<file path="config.mk">
export PLATFORM = sky130hd
export DESIGN_NAME = vc_cache_top
export DESIGN_NICKNAME = d
export VERILOG_FILES = /design/src/rtl/vc_pkg.sv /design/src/rtl/vc_primary_array.sv /design/src/rtl/vc_victim_buffer.sv /design/src/rtl/vc_ctrl.sv /design/src/rtl/vc_cache_top.sv
export SDC_FILE = /design/constraint.sdc
export NUM_CORES = 2
export LEC_CHECK = 0
export CAP_MARGIN = 10
export CELL_PAD_IN_SITES_DETAIL_PLACEMENT = 1
export CELL_PAD_IN_SITES_GLOBAL_PLACEMENT = 1
export CORE_MARGIN = 5
export CORE_UTILIZATION = 30
export CTS_BUF_LIST = sky130_fd_sc_hd__clkbuf_8
export DETAILED_ROUTE_END_ITERATION = 8
export PLACE_DENSITY = 0.59
export SYNTH_ARGS = -nofsm -noshare
export SYNTH_HDL_FRONTEND = slang
export SYNTH_SLANG_ARGS = --single-unit
export TNS_END_PERCENT = 30
</file>
<file path="constraint.sdc">
create_clock -name clk -period 44.3 [get_ports clk]
set_clock_uncertainty 0.15 [all_clocks]
set_input_delay 8.86 -clock clk [delete_from_list [all_inputs] [get_ports clk]]
set_output_delay 8.86 -clock clk [all_outputs]
set_load 0.01 [all_outputs]
</file>
<file path="src/rtl/vc_pkg.sv">
package vc_pkg;
   typedef enum logic [2:0] {
      ST_IDLE,
      ST_SWAP,
      ST_EVICT,
      ST_FETCH,
      ST_WAIT
   } vc_state_e;
endpackage

</file>
<file path="src/rtl/vc_primary_array.sv">
module vc_primary_array #(
   parameter int LINES  = 16,
   parameter int TAG_W  = 6,
   parameter int LINE_W = 128,
   parameter int IDX_W  = $clog2(LINES)
) (
   input  logic              clk,
   input  logic              rst_n,
   input  logic [IDX_W-1:0]  rd_idx,
   output logic              rd_valid,
   output logic              rd_dirty,
   output logic [TAG_W-1:0]  rd_tag,
   output logic [LINE_W-1:0] rd_data,
   input  logic              wr_en,
   input  logic [IDX_W-1:0]  wr_idx,
   input  logic [TAG_W-1:0]  wr_tag,
   input  logic [LINE_W-1:0] wr_data,
   input  logic              wr_dirty
);
   logic [LINES-1:0]  valid_q;
   logic [LINES-1:0]  dirty_q;
   logic [TAG_W-1:0]  tag_q  [LINES];
   logic [LINE_W-1:0] data_q [LINES];

   assign rd_valid = valid_q[rd_idx];
   assign rd_dirty = dirty_q[rd_idx];
   assign rd_tag   = tag_q[rd_idx];
   assign rd_data  = data_q[rd_idx];

   always_ff @(posedge clk) begin
      if (!rst_n) begin
         valid_q <= '0;
         dirty_q <= '0;
      end else if (wr_en) begin
         valid_q[wr_idx] <= 1'b1;
         dirty_q[wr_idx] <= wr_dirty;
      end
   end

   always_ff @(posedge clk) begin
      if (wr_en) begin
         tag_q[wr_idx]  <= wr_tag;
         data_q[wr_idx] <= wr_data;
      end
   end
endmodule

</file>
<file path="src/rtl/vc_victim_buffer.sv">
module vc_victim_buffer #(
   parameter int ENTRIES = 4,
   parameter int LA_W    = 10,
   parameter int LINE_W  = 128,
   parameter int SEL_W   = $clog2(ENTRIES)
) (
   input  logic              clk,
   input  logic              rst_n,
   input  logic [LA_W-1:0]   lk_addr,
   output logic              lk_hit,
   output logic [SEL_W-1:0]  lk_sel,
   output logic [LINE_W-1:0] lk_data,
   output logic              lk_dirty,
   output logic [SEL_W-1:0]  head_sel,
   output logic              head_valid,
   output logic              head_dirty,
   output logic [LA_W-1:0]   head_addr,
   output logic [LINE_W-1:0] head_data,
   input  logic              wr_en,
   input  logic [SEL_W-1:0]  wr_sel,
   input  logic              wr_valid,
   input  logic [LA_W-1:0]   wr_addr,
   input  logic [LINE_W-1:0] wr_data,
   input  logic              wr_dirty,
   input  logic              push
);
   localparam logic [SEL_W-1:0] LAST = SEL_W'(ENTRIES - 1);

   logic [ENTRIES-1:0] valid_q;
   logic [ENTRIES-1:0] dirty_q;
   logic [LA_W-1:0]    addr_q [ENTRIES];
   logic [LINE_W-1:0]  data_q [ENTRIES];
   logic [ENTRIES-1:0] match;
   logic [SEL_W-1:0]   ptr_q;

   for (genvar e = 0; e < ENTRIES; e++) begin : g_cmp
      assign match[e] = valid_q[e] && (addr_q[e] == lk_addr);
   end

   always_comb begin
      lk_sel = '0;
      for (int e = ENTRIES - 1; e >= 0; e--) begin
         if (match[e]) lk_sel = SEL_W'(e);
      end
   end

   assign lk_hit     = |match;
   assign lk_data    = data_q[lk_sel];
   assign lk_dirty   = dirty_q[lk_sel];
   assign head_sel   = ptr_q;
   assign head_valid = valid_q[ptr_q];
   assign head_dirty = dirty_q[ptr_q];
   assign head_addr  = addr_q[ptr_q];
   assign head_data  = data_q[ptr_q];

   always_ff @(posedge clk) begin
      if (!rst_n) begin
         valid_q <= '0;
         dirty_q <= '0;
         ptr_q   <= '0;
      end else begin
         if (wr_en) begin
            valid_q[wr_sel] <= wr_valid;
            dirty_q[wr_sel] <= wr_dirty && wr_valid;
         end
         if (push) ptr_q <= (ptr_q == LAST) ? '0 : ptr_q + 1'b1;
      end
   end

   always_ff @(posedge clk) begin
      if (wr_en) begin
         addr_q[wr_sel] <= wr_addr;
         data_q[wr_sel] <= wr_data;
      end
   end
endmodule

</file>
<file path="src/rtl/vc_ctrl.sv">
module vc_ctrl
   import vc_pkg::*;
#(
   parameter int ADDR_W  = 12,
   parameter int DATA_W  = 32,
   parameter int OFF_W   = 2,
   parameter int IDX_W   = 4,
   parameter int SEL_W   = 2,
   parameter int TAG_W   = ADDR_W - OFF_W - IDX_W,
   parameter int LA_W    = ADDR_W - OFF_W,
   parameter int LINE_W  = DATA_W << OFF_W
) (
   input  logic              clk,
   input  logic              rst_n,
   input  logic              req_valid,
   output logic              req_ready,
   input  logic              req_write,
   input  logic [ADDR_W-1:0] req_addr,
   input  logic [DATA_W-1:0] req_wdata,
   output logic              resp_valid,
   output logic [DATA_W-1:0] resp_rdata,
   output logic              mem_req_valid,
   input  logic              mem_req_ready,
   output logic              mem_req_write,
   output logic [LA_W-1:0]   mem_req_addr,
   output logic [LINE_W-1:0] mem_req_wdata,
   input  logic              mem_resp_valid,
   input  logic [LINE_W-1:0] mem_resp_rdata,
   output logic [IDX_W-1:0]  pri_rd_idx,
   input  logic              pri_rd_valid,
   input  logic              pri_rd_dirty,
   input  logic [TAG_W-1:0]  pri_rd_tag,
   input  logic [LINE_W-1:0] pri_rd_data,
   output logic              pri_wr_en,
   output logic [IDX_W-1:0]  pri_wr_idx,
   output logic [TAG_W-1:0]  pri_wr_tag,
   output logic [LINE_W-1:0] pri_wr_data,
   output logic              pri_wr_dirty,
   output logic [LA_W-1:0]   vic_lk_addr,
   input  logic              vic_lk_hit,
   input  logic [SEL_W-1:0]  vic_lk_sel,
   input  logic [LINE_W-1:0] vic_lk_data,
   input  logic              vic_lk_dirty,
   input  logic [SEL_W-1:0]  vic_head_sel,
   input  logic              vic_head_valid,
   input  logic              vic_head_dirty,
   input  logic [LA_W-1:0]   vic_head_addr,
   input  logic [LINE_W-1:0] vic_head_data,
   output logic              vic_wr_en,
   output logic [SEL_W-1:0]  vic_wr_sel,
   output logic              vic_wr_valid,
   output logic [LA_W-1:0]   vic_wr_addr,
   output logic [LINE_W-1:0] vic_wr_data,
   output logic              vic_wr_dirty,
   output logic              vic_push
);
   vc_state_e         state_q, state_d;
   logic              q_write;
   logic [ADDR_W-1:0] q_addr;
   logic [DATA_W-1:0] q_wdata;
   logic              resp_q;
   logic [DATA_W-1:0] rdata_q;

   logic [ADDR_W-1:0] cur_addr;
   logic [OFF_W-1:0]  cur_off;
   logic [IDX_W-1:0]  cur_idx;
   logic [TAG_W-1:0]  cur_tag;
   logic [LA_W-1:0]   cur_la;
   logic              cur_write;
   logic [DATA_W-1:0] cur_wdata;
   logic              pri_hit;
   logic              need_wb;
   logic              resp_set;
   logic [LINE_W-1:0] resp_line;

   function automatic logic [LINE_W-1:0] merge_word(
      input logic [LINE_W-1:0] line,
      input logic [OFF_W-1:0]  off,
      input logic [DATA_W-1:0] word,
      input logic              en
   );
      logic [LINE_W-1:0] r;
      r = line;
      if (en) r[off*DATA_W +: DATA_W] = word;
      return r;
   endfunction

   assign cur_addr  = (state_q == ST_IDLE) ? req_addr  : q_addr;
   assign cur_write = (state_q == ST_IDLE) ? req_write : q_write;
   assign cur_wdata = (state_q == ST_IDLE) ? req_wdata : q_wdata;
   assign cur_off   = cur_addr[OFF_W-1:0];
   assign cur_idx   = cur_addr[OFF_W +: IDX_W];
   assign cur_tag   = cur_addr[ADDR_W-1 -: TAG_W];
   assign cur_la    = cur_addr[ADDR_W-1:OFF_W];

   assign pri_rd_idx  = cur_idx;
   assign vic_lk_addr = cur_la;
   assign pri_hit     = pri_rd_valid && (pri_rd_tag == cur_tag);
   assign need_wb     = vic_head_valid && vic_head_dirty;
   assign req_ready   = (state_q == ST_IDLE);
   assign resp_valid  = resp_q;
   assign resp_rdata  = rdata_q;

   always_comb begin
      state_d       = state_q;
      pri_wr_en     = 1'b0;
      pri_wr_idx    = cur_idx;
      pri_wr_tag    = cur_tag;
      pri_wr_data   = pri_rd_data;
      pri_wr_dirty  = 1'b0;
      vic_wr_en     = 1'b0;
      vic_wr_sel    = vic_head_sel;
      vic_wr_valid  = pri_rd_valid;
      vic_wr_addr   = {pri_rd_tag, cur_idx};
      vic_wr_data   = pri_rd_data;
      vic_wr_dirty  = pri_rd_dirty;
      vic_push      = 1'b0;
      mem_req_valid = 1'b0;
      mem_req_write = 1'b0;
      mem_req_addr  = cur_la;
      mem_req_wdata = vic_head_data;
      resp_set      = 1'b0;
      resp_line     = pri_rd_data;
      unique case (state_q)
         ST_IDLE: begin
            if (req_valid) begin
               if (pri_hit) begin
                  resp_line    = merge_word(pri_rd_data, cur_off, cur_wdata, cur_write);
                  pri_wr_en    = cur_write;
                  pri_wr_data  = resp_line;
                  pri_wr_dirty = 1'b1;
                  resp_set     = 1'b1;
               end else if (vic_lk_hit) begin
                  state_d = ST_SWAP;
               end else begin
                  state_d = ST_EVICT;
               end
            end
         end
         ST_SWAP: begin
            resp_line    = merge_word(vic_lk_data, cur_off, cur_wdata, cur_write);
            pri_wr_en    = 1'b1;
            pri_wr_data  = resp_line;
            pri_wr_dirty = vic_lk_dirty || cur_write;
            vic_wr_en    = 1'b1;
            vic_wr_sel   = vic_lk_sel;
            resp_set     = 1'b1;
            state_d      = ST_IDLE;
         end
         ST_EVICT: begin
            if (!pri_rd_valid) begin
               state_d = ST_FETCH;
            end else begin
               mem_req_valid = need_wb;
               mem_req_write = 1'b1;
               mem_req_addr  = vic_head_addr;
               if (!need_wb || mem_req_ready) begin
                  vic_wr_en = 1'b1;
                  vic_push  = 1'b1;
                  state_d   = ST_FETCH;
               end
            end
         end
         ST_FETCH: begin
            mem_req_valid = 1'b1;
            if (mem_req_ready) state_d = ST_WAIT;
         end
         ST_WAIT: begin
            if (mem_resp_valid) begin
               resp_line    = merge_word(mem_resp_rdata, cur_off, cur_wdata, cur_write);
               pri_wr_en    = 1'b1;
               pri_wr_data  = resp_line;
               pri_wr_dirty = cur_write;
               resp_set     = 1'b1;
               state_d      = ST_IDLE;
            end
         end
         default: state_d = ST_IDLE;
      endcase
   end

   always_ff @(posedge clk) begin
      if (!rst_n) begin
         state_q <= ST_IDLE;
         resp_q  <= 1'b0;
         q_write <= 1'b0;
         q_addr  <= '0;
         q_wdata <= '0;
         rdata_q <= '0;
      end else begin
         state_q <= state_d;
         resp_q  <= resp_set;
         if (resp_set) rdata_q <= resp_line[cur_off*DATA_W +: DATA_W];
         if (state_q == ST_IDLE && req_valid) begin
            q_write <= req_write;
            q_addr  <= req_addr;
            q_wdata <= req_wdata;
         end
      end
   end
endmodule

</file>
<file path="src/rtl/vc_cache_top.sv">
module vc_cache_top #(
   parameter int ADDR_W      = 12,
   parameter int DATA_W      = 32,
   parameter int LINE_WORDS  = 4,
   parameter int PRI_LINES   = 16,
   parameter int VIC_ENTRIES = 4,
   parameter int OFF_W       = $clog2(LINE_WORDS),
   parameter int LA_W        = ADDR_W - OFF_W,
   parameter int LINE_W      = DATA_W * LINE_WORDS
) (
   input  logic              clk,
   input  logic              rst_n,
   input  logic              req_valid,
   output logic              req_ready,
   input  logic              req_write,
   input  logic [ADDR_W-1:0] req_addr,
   input  logic [DATA_W-1:0] req_wdata,
   output logic              resp_valid,
   output logic [DATA_W-1:0] resp_rdata,
   output logic              mem_req_valid,
   input  logic              mem_req_ready,
   output logic              mem_req_write,
   output logic [LA_W-1:0]   mem_req_addr,
   output logic [LINE_W-1:0] mem_req_wdata,
   input  logic              mem_resp_valid,
   input  logic [LINE_W-1:0] mem_resp_rdata
);
   localparam int IDX_W = $clog2(PRI_LINES);
   localparam int TAG_W = ADDR_W - OFF_W - IDX_W;
   localparam int SEL_W = $clog2(VIC_ENTRIES);

   if (LINE_WORDS < 2 || (LINE_WORDS & (LINE_WORDS - 1)) != 0) begin : g_bad_words
      $error("LINE_WORDS must be a power of two, at least 2");
   end
   if (PRI_LINES < 2 || (PRI_LINES & (PRI_LINES - 1)) != 0) begin : g_bad_lines
      $error("PRI_LINES must be a power of two, at least 2");
   end
   if (VIC_ENTRIES < 2 || VIC_ENTRIES >= PRI_LINES) begin : g_bad_vic
      $error("VIC_ENTRIES must be at least 2 and below PRI_LINES");
   end
   if (TAG_W < 1) begin : g_bad_tag
      $error("ADDR_W too small for the chosen geometry");
   end

   logic [IDX_W-1:0]  pri_rd_idx;
   logic              pri_rd_valid, pri_rd_dirty;
   logic [TAG_W-1:0]  pri_rd_tag;
   logic [LINE_W-1:0] pri_rd_data;
   logic              pri_wr_en, pri_wr_dirty;
   logic [IDX_W-1:0]  pri_wr_idx;
   logic [TAG_W-1:0]  pri_wr_tag;
   logic [LINE_W-1:0] pri_wr_data;
   logic [LA_W-1:0]   vic_lk_addr;
   logic              vic_lk_hit, vic_lk_dirty;
   logic [SEL_W-1:0]  vic_lk_sel;
   logic [LINE_W-1:0] vic_lk_data;
   logic [SEL_W-1:0]  vic_head_sel;
   logic              vic_head_valid, vic_head_dirty;
   logic [LA_W-1:0]   vic_head_addr;
   logic [LINE_W-1:0] vic_head_data;
   logic              vic_wr_en, vic_wr_valid, vic_wr_dirty, vic_push;
   logic [SEL_W-1:0]  vic_wr_sel;
   logic [LA_W-1:0]   vic_wr_addr;
   logic [LINE_W-1:0] vic_wr_data;

   vc_ctrl #(
      .ADDR_W(ADDR_W), .DATA_W(DATA_W), .OFF_W(OFF_W), .IDX_W(IDX_W),
      .SEL_W(SEL_W), .TAG_W(TAG_W), .LA_W(LA_W), .LINE_W(LINE_W)
   ) i_ctrl (
      .clk(clk), .rst_n(rst_n),
      .req_valid(req_valid), .req_ready(req_ready), .req_write(req_write),
      .req_addr(req_addr), .req_wdata(req_wdata),
      .resp_valid(resp_valid), .resp_rdata(resp_rdata),
      .mem_req_valid(mem_req_valid), .mem_req_ready(mem_req_ready),
      .mem_req_write(mem_req_write), .mem_req_addr(mem_req_addr),
      .mem_req_wdata(mem_req_wdata), .mem_resp_valid(mem_resp_valid),
      .mem_resp_rdata(mem_resp_rdata),
      .pri_rd_idx(pri_rd_idx), .pri_rd_valid(pri_rd_valid), .pri_rd_dirty(pri_rd_dirty),
      .pri_rd_tag(pri_rd_tag), .pri_rd_data(pri_rd_data),
      .pri_wr_en(pri_wr_en), .pri_wr_idx(pri_wr_idx), .pri_wr_tag(pri_wr_tag),
      .pri_wr_data(pri_wr_data), .pri_wr_dirty(pri_wr_dirty),
      .vic_lk_addr(vic_lk_addr), .vic_lk_hit(vic_lk_hit), .vic_lk_sel(vic_lk_sel),
      .vic_lk_data(vic_lk_data), .vic_lk_dirty(vic_lk_dirty),
      .vic_head_sel(vic_head_sel), .vic_head_valid(vic_head_valid),
      .vic_head_dirty(vic_head_dirty), .vic_head_addr(vic_head_addr),
      .vic_head_data(vic_head_data),
      .vic_wr_en(vic_wr_en), .vic_wr_sel(vic_wr_sel), .vic_wr_valid(vic_wr_valid),
      .vic_wr_addr(vic_wr_addr), .vic_wr_data(vic_wr_data), .vic_wr_dirty(vic_wr_dirty),
      .vic_push(vic_push)
   );

   vc_primary_array #(
      .LINES(PRI_LINES), .TAG_W(TAG_W), .LINE_W(LINE_W), .IDX_W(IDX_W)
   ) i_pri (
      .clk(clk), .rst_n(rst_n),
      .rd_idx(pri_rd_idx), .rd_valid(pri_rd_valid), .rd_dirty(pri_rd_dirty),
      .rd_tag(pri_rd_tag), .rd_data(pri_rd_data),
      .wr_en(pri_wr_en), .wr_idx(pri_wr_idx), .wr_tag(pri_wr_tag),
      .wr_data(pri_wr_data), .wr_dirty(pri_wr_dirty)
   );

   vc_victim_buffer #(
      .ENTRIES(VIC_ENTRIES), .LA_W(LA_W), .LINE_W(LINE_W), .SEL_W(SEL_W)
   ) i_vic (
      .clk(clk), .rst_n(rst_n),
      .lk_addr(vic_lk_addr), .lk_hit(vic_lk_hit), .lk_sel(vic_lk_sel),
      .lk_data(vic_lk_data), .lk_dirty(vic_lk_dirty),
      .head_sel(vic_head_sel), .head_valid(vic_head_valid), .head_dirty(vic_head_dirty),
      .head_addr(vic_head_addr), .head_data(vic_head_data),
      .wr_en(vic_wr_en), .wr_sel(vic_wr_sel), .wr_valid(vic_wr_valid),
      .wr_addr(vic_wr_addr), .wr_data(vic_wr_data), .wr_dirty(vic_wr_dirty),
      .push(vic_push)
   );
endmodule

</file>
==> impl_metrics.py <==
metrics = {
    "outcome": {
        "outcome": "finished, final reports clean",
    },
    "setup_path": {
        "path_common_cell": "clkdlybuf4s50_1",
        "crit_end": "mem_req_addr[5]",
        "critical_path_class": "in -> out",
        "worstPathRequired_ps": 35290,
        "arrival_ps": 14420,
        "critPathSlowestCell": "nor4b_2",
        "path_depth": 11,
        "end_kind": "output port",
        "r2r_slack_ps": 34740,
        "r2r_cells": 17,
        "cp_top_family": "simple AND/OR/NAND/NOR gates",
        "worst-path-max-fanout": 51,
        "crit_buf_inv": 4,
        "r2r_start": "i_ctrl.state_q[1]",
        "slowest_delay_ps": 850,
        "path_cells": "clkdlybuf4s50_1 > nor4b_2 > nor2_4 > buf_4 > inv_8 > nand2_1 > a211oi_1 > or4_1 > nand3_1 > a21oi_1 > clkdlybuf4s50_1",
        "worstSetupStartpoint": "req_addr[5]",
        "cp-start-kind": "primary input",
        "r2r_end": "i_pri.data_q[6][119]",
    },
    "synth": {
        "ys_ff_latch": 2821,
        "ys_warn_count": 0,
        "synth_nets": 9856,
        "synthesis.instances": 9672,
        "synth_seq_area_share_pct": 67.99,
        "synth-edff-count": 2696,
        "netlist-cell-type-count": 107,
        "ys.flop_type": "edfxtp_1",
        "synth.avg_cell_area_sq_um": 12.69,
        "netlist_area_sq_um": 122700,
        "async_flop_share_pct": 0,
    },
    "drt": {
        "drt-total-wl_mm": 533.6,
        "drt_iter0_markers": 10140,
        "post_drt_wl_per_cell_microns": 33.43,
        "drc": 0,
        "antenna_left": 0,
        "vias_per_cell": 5.740,
        "dr.pass1.iters": 8,
        "route.vias.total": 91610,
    },
    "final_layout": {
        "synthToLayoutAreaGrowth_pct": 15.71,
        "nets": 10310,
        "seq_area_sq_um": 83470,
        "layout_common_cells": "edfxtp_1, nand2_1, clkbuf_8",
        "mostFrequentLayoutCell": "edfxtp_1",
        "multi_input_area_sq_um": 36500,
        "n_fill_cell": 43830,
        "drive_gt1_share_pct": 12.96,
        "final_area_sq_um": 142000,
    },
    "sta": {
        "slew-limit-headroom_pct": 10.91,
        "clock.fmax_mhz": 42.68,
        "fin_tns_setup_ps": 0,
        "slew_violations": 0,
        "timing.final.crit_share_pct": 52.89,
        "hold_viol_final": 0,
        "fin_crit_ps": 23430,
        "worst_slew_pin_slew_ps": 1336,
        "rsz0062_at_grt": "no",
        "setup_viol": 0,
    },
    "power": {
        "power_leakage_nw": 48.15,
        "vdd_drop_max_mv": 0.03210,
        "power_mw": 7.812,
        "p_per_area_nw_per_um2": 55.01,
    },
    "die": {
        "core.rowCount": 235,
        "ios": 352,
        "coreArea_sq_um": 408700,
        "initial_core_util_pct": 30.03,
        "die_h_microns": 649.7,
        "die-area_sq_um": 422100,
        "die_w_microns": 649.7,
    },
    "flow_run": {
        "drv_cap": 0,
    },
    "clocking": {
        "clockRootBuffer": "clkbuf_8",
        "cts.sinks": 2821,
        "clk_latency_ps": 1100,
        "clk_path_buf_depth": 4,
        "h-tree-depth": 5,
        "cts_tree": "done",
        "cts_setup_buffers": 0,
        "cts_hold_buf": 0,
        "cts.reportedPaths.clkPinSlew_ps": 60,
        "cts_buffers": 465,
        "cts-resized-gates": 0,
    },
    "global_route": {
        "overflow": 0,
        "grt_pass1_wl_mm": 735.7,
        "grt_max_degree": 153,
        "grt_pass1_vias": 92390,
        "grt_antenna_before_repair": 32,
        "grtUsageTotal_pct": 24.32,
    },
    "placed_design": {
        "hpwl_mm": 328.1,
        "io_buffers": 351,
        "gp_congestion": 0.9246,
        "place_area_sq_um": 133500,
    },
    "hold_path": {
        "hold_path.class": "reg -> reg",
    },
}
report_power, final:
| part | leakage (nW) | total, mW | switching (mW) | internal (mW) |
|---|---|---|---|---|
| clock | 4.93 | 2.16 | 1.09 | 1.07 |
| sequential | 25.4 | 3.49 | 0.0633 | 3.43 |
| combinational | 17.8 | 2.16 | 1.61 | 0.545 |
logic make-up after synthesis:
group,synth area share [%]
and+or+nand+nor,13.25
muxes,5.504
AOI/OAI and AO/OA,10.25
xor gates and xnor gates,0.2283
DFF,67.99
buffers and inverters,2.714
adders and majority gates,0.06116
stage by stage:
stage | hold WS, ps | util, % | cells | setup WS, ps
3_3_place_gp | 292.7 | 32.65 | 15100 | 21040
2_1_floorplan | 282.5 | - | 9672 | 21640
4_1_cts | 310.6 | 34.73 | 15940 | 20940
6_report | 313.0 | 34.75 | 15960 | 20870
3_5_place_dp | 299.9 | 32.65 | 15100 | 20960
5_1_grt | 333.4 | 34.74 | 15950 | 20590
sequential cells by signal (all words and copies together), names as in the netlist, named ones only:
register	cells
i_vic.data_q	512
i_ctrl.q_write	1
i_vic.valid_q	4
i_pri.data_q	2048
i_ctrl.q_addr	12
i_vic.addr_q	40
i_ctrl.resp_valid	1
i_ctrl.q_wdata	32
i_pri.dirty_q	16
i_vic.head_sel	2
i_ctrl.resp_rdata	32
i_vic.dirty_q	4
i_pri.tag_q	96
i_ctrl.state_q	3
i_pri.valid_q	16
how the worst min path moves through the flow:
stage / from / end / slack (ps) / cells after the start
finish: i_pri.dirty_q[8] / i_pri.dirty_q[8] / 310 / 2
global route: i_pri.dirty_q[12] / i_pri.dirty_q[12] / 330 / 2
CTS: i_pri.dirty_q[12] / i_pri.dirty_q[12] / 310 / 2
detailed placement: i_pri.dirty_q[6] / i_pri.dirty_q[6] / 300 / 2
global placement: i_pri.dirty_q[12] / i_pri.dirty_q[12] / 290 / 2
floorplan: i_pri.valid_q[12] / i_pri.valid_q[12] / 280 / 1
routing by layer:
layer	global-route usage (%)	part of all wire (%)	vias up
met4	16.49	8.1	16
met2	37.95	45	4880
met1	30.28	38	47830
li1	-	-	37590
met5	0	0.019	-
met3	5.233	8.7	1296
synth_stat cells (25+ instances only):
cell type | n | area, sq um
edfxtp_1 | 2696 | 80960
a32oi_1 | 51 | 446.7
a311oi_1 | 197 | 1725
o21ai_0 | 265 | 1326
a211oi_1 | 112 | 840.8
and3_1 | 207 | 1295
a22oi_1 | 55 | 412.9
nand4_1 | 31 | 193.9
o221ai_1 | 124 | 1086
inv_1 | 122 | 457.9
o21a_1 | 37 | 277.8
mux2_2 | 78 | 878.3
a21oi_1 | 237 | 1186
mux2i_1 | 229 | 2292
a31o_2 | 25 | 219.0
clkbuf_1 | 436 | 1637
o221a_2 | 30 | 337.8
nand2_1 | 2314 | 8686
nand3_1 | 468 | 2342
o22ai_1 | 171 | 1070
buf_1 | 149 | 559.3
dfxtp_1 | 125 | 2502
or3_1 | 33 | 206.5
o31a_1 | 35 | 306.5
buf_2 | 78 | 390.4
a211o_1 | 52 | 455.4
a221oi_1 | 40 | 350.3
nor2_1 | 484 | 1817
nor3_1 | 126 | 630.6
a31oi_1 | 79 | 494.2
o31ai_1 | 28 | 210.2
mux4_2 | 158 | 3558
layout make-up:
cell class / count / area share [%]
Sequential cell: 2821 / 58.77
Multi-Input combinational cell: 6033 / 25.70
Tap cell: 5451 / 4.802
Clock buffer: 481 / 4.661
Inverter: 126 / 0.3630
Clock inverter: 357 / 1.306
Timing Repair Buffer: 674 / 4.368
Antenna cell: 18 / 0.03171
worst reg2reg max path, cell delays in order, from the launching register on:
cell,delay [ps]
dfxtp_1,500
buf_4,370
nor4b_1,950
nor2_4,310
inv_8,520
buf_4,700
mux2_2,470
a211oi_1,400
mux2i_1,420
o221ai_2,320
nor2_2,440
nand3_1,160
o22ai_1,240
nand2_1,330
nor3_2,260
buf_4,850
buf_4,950
buf_4,800
Note: power is estimated with default switching activity, not from simulation.
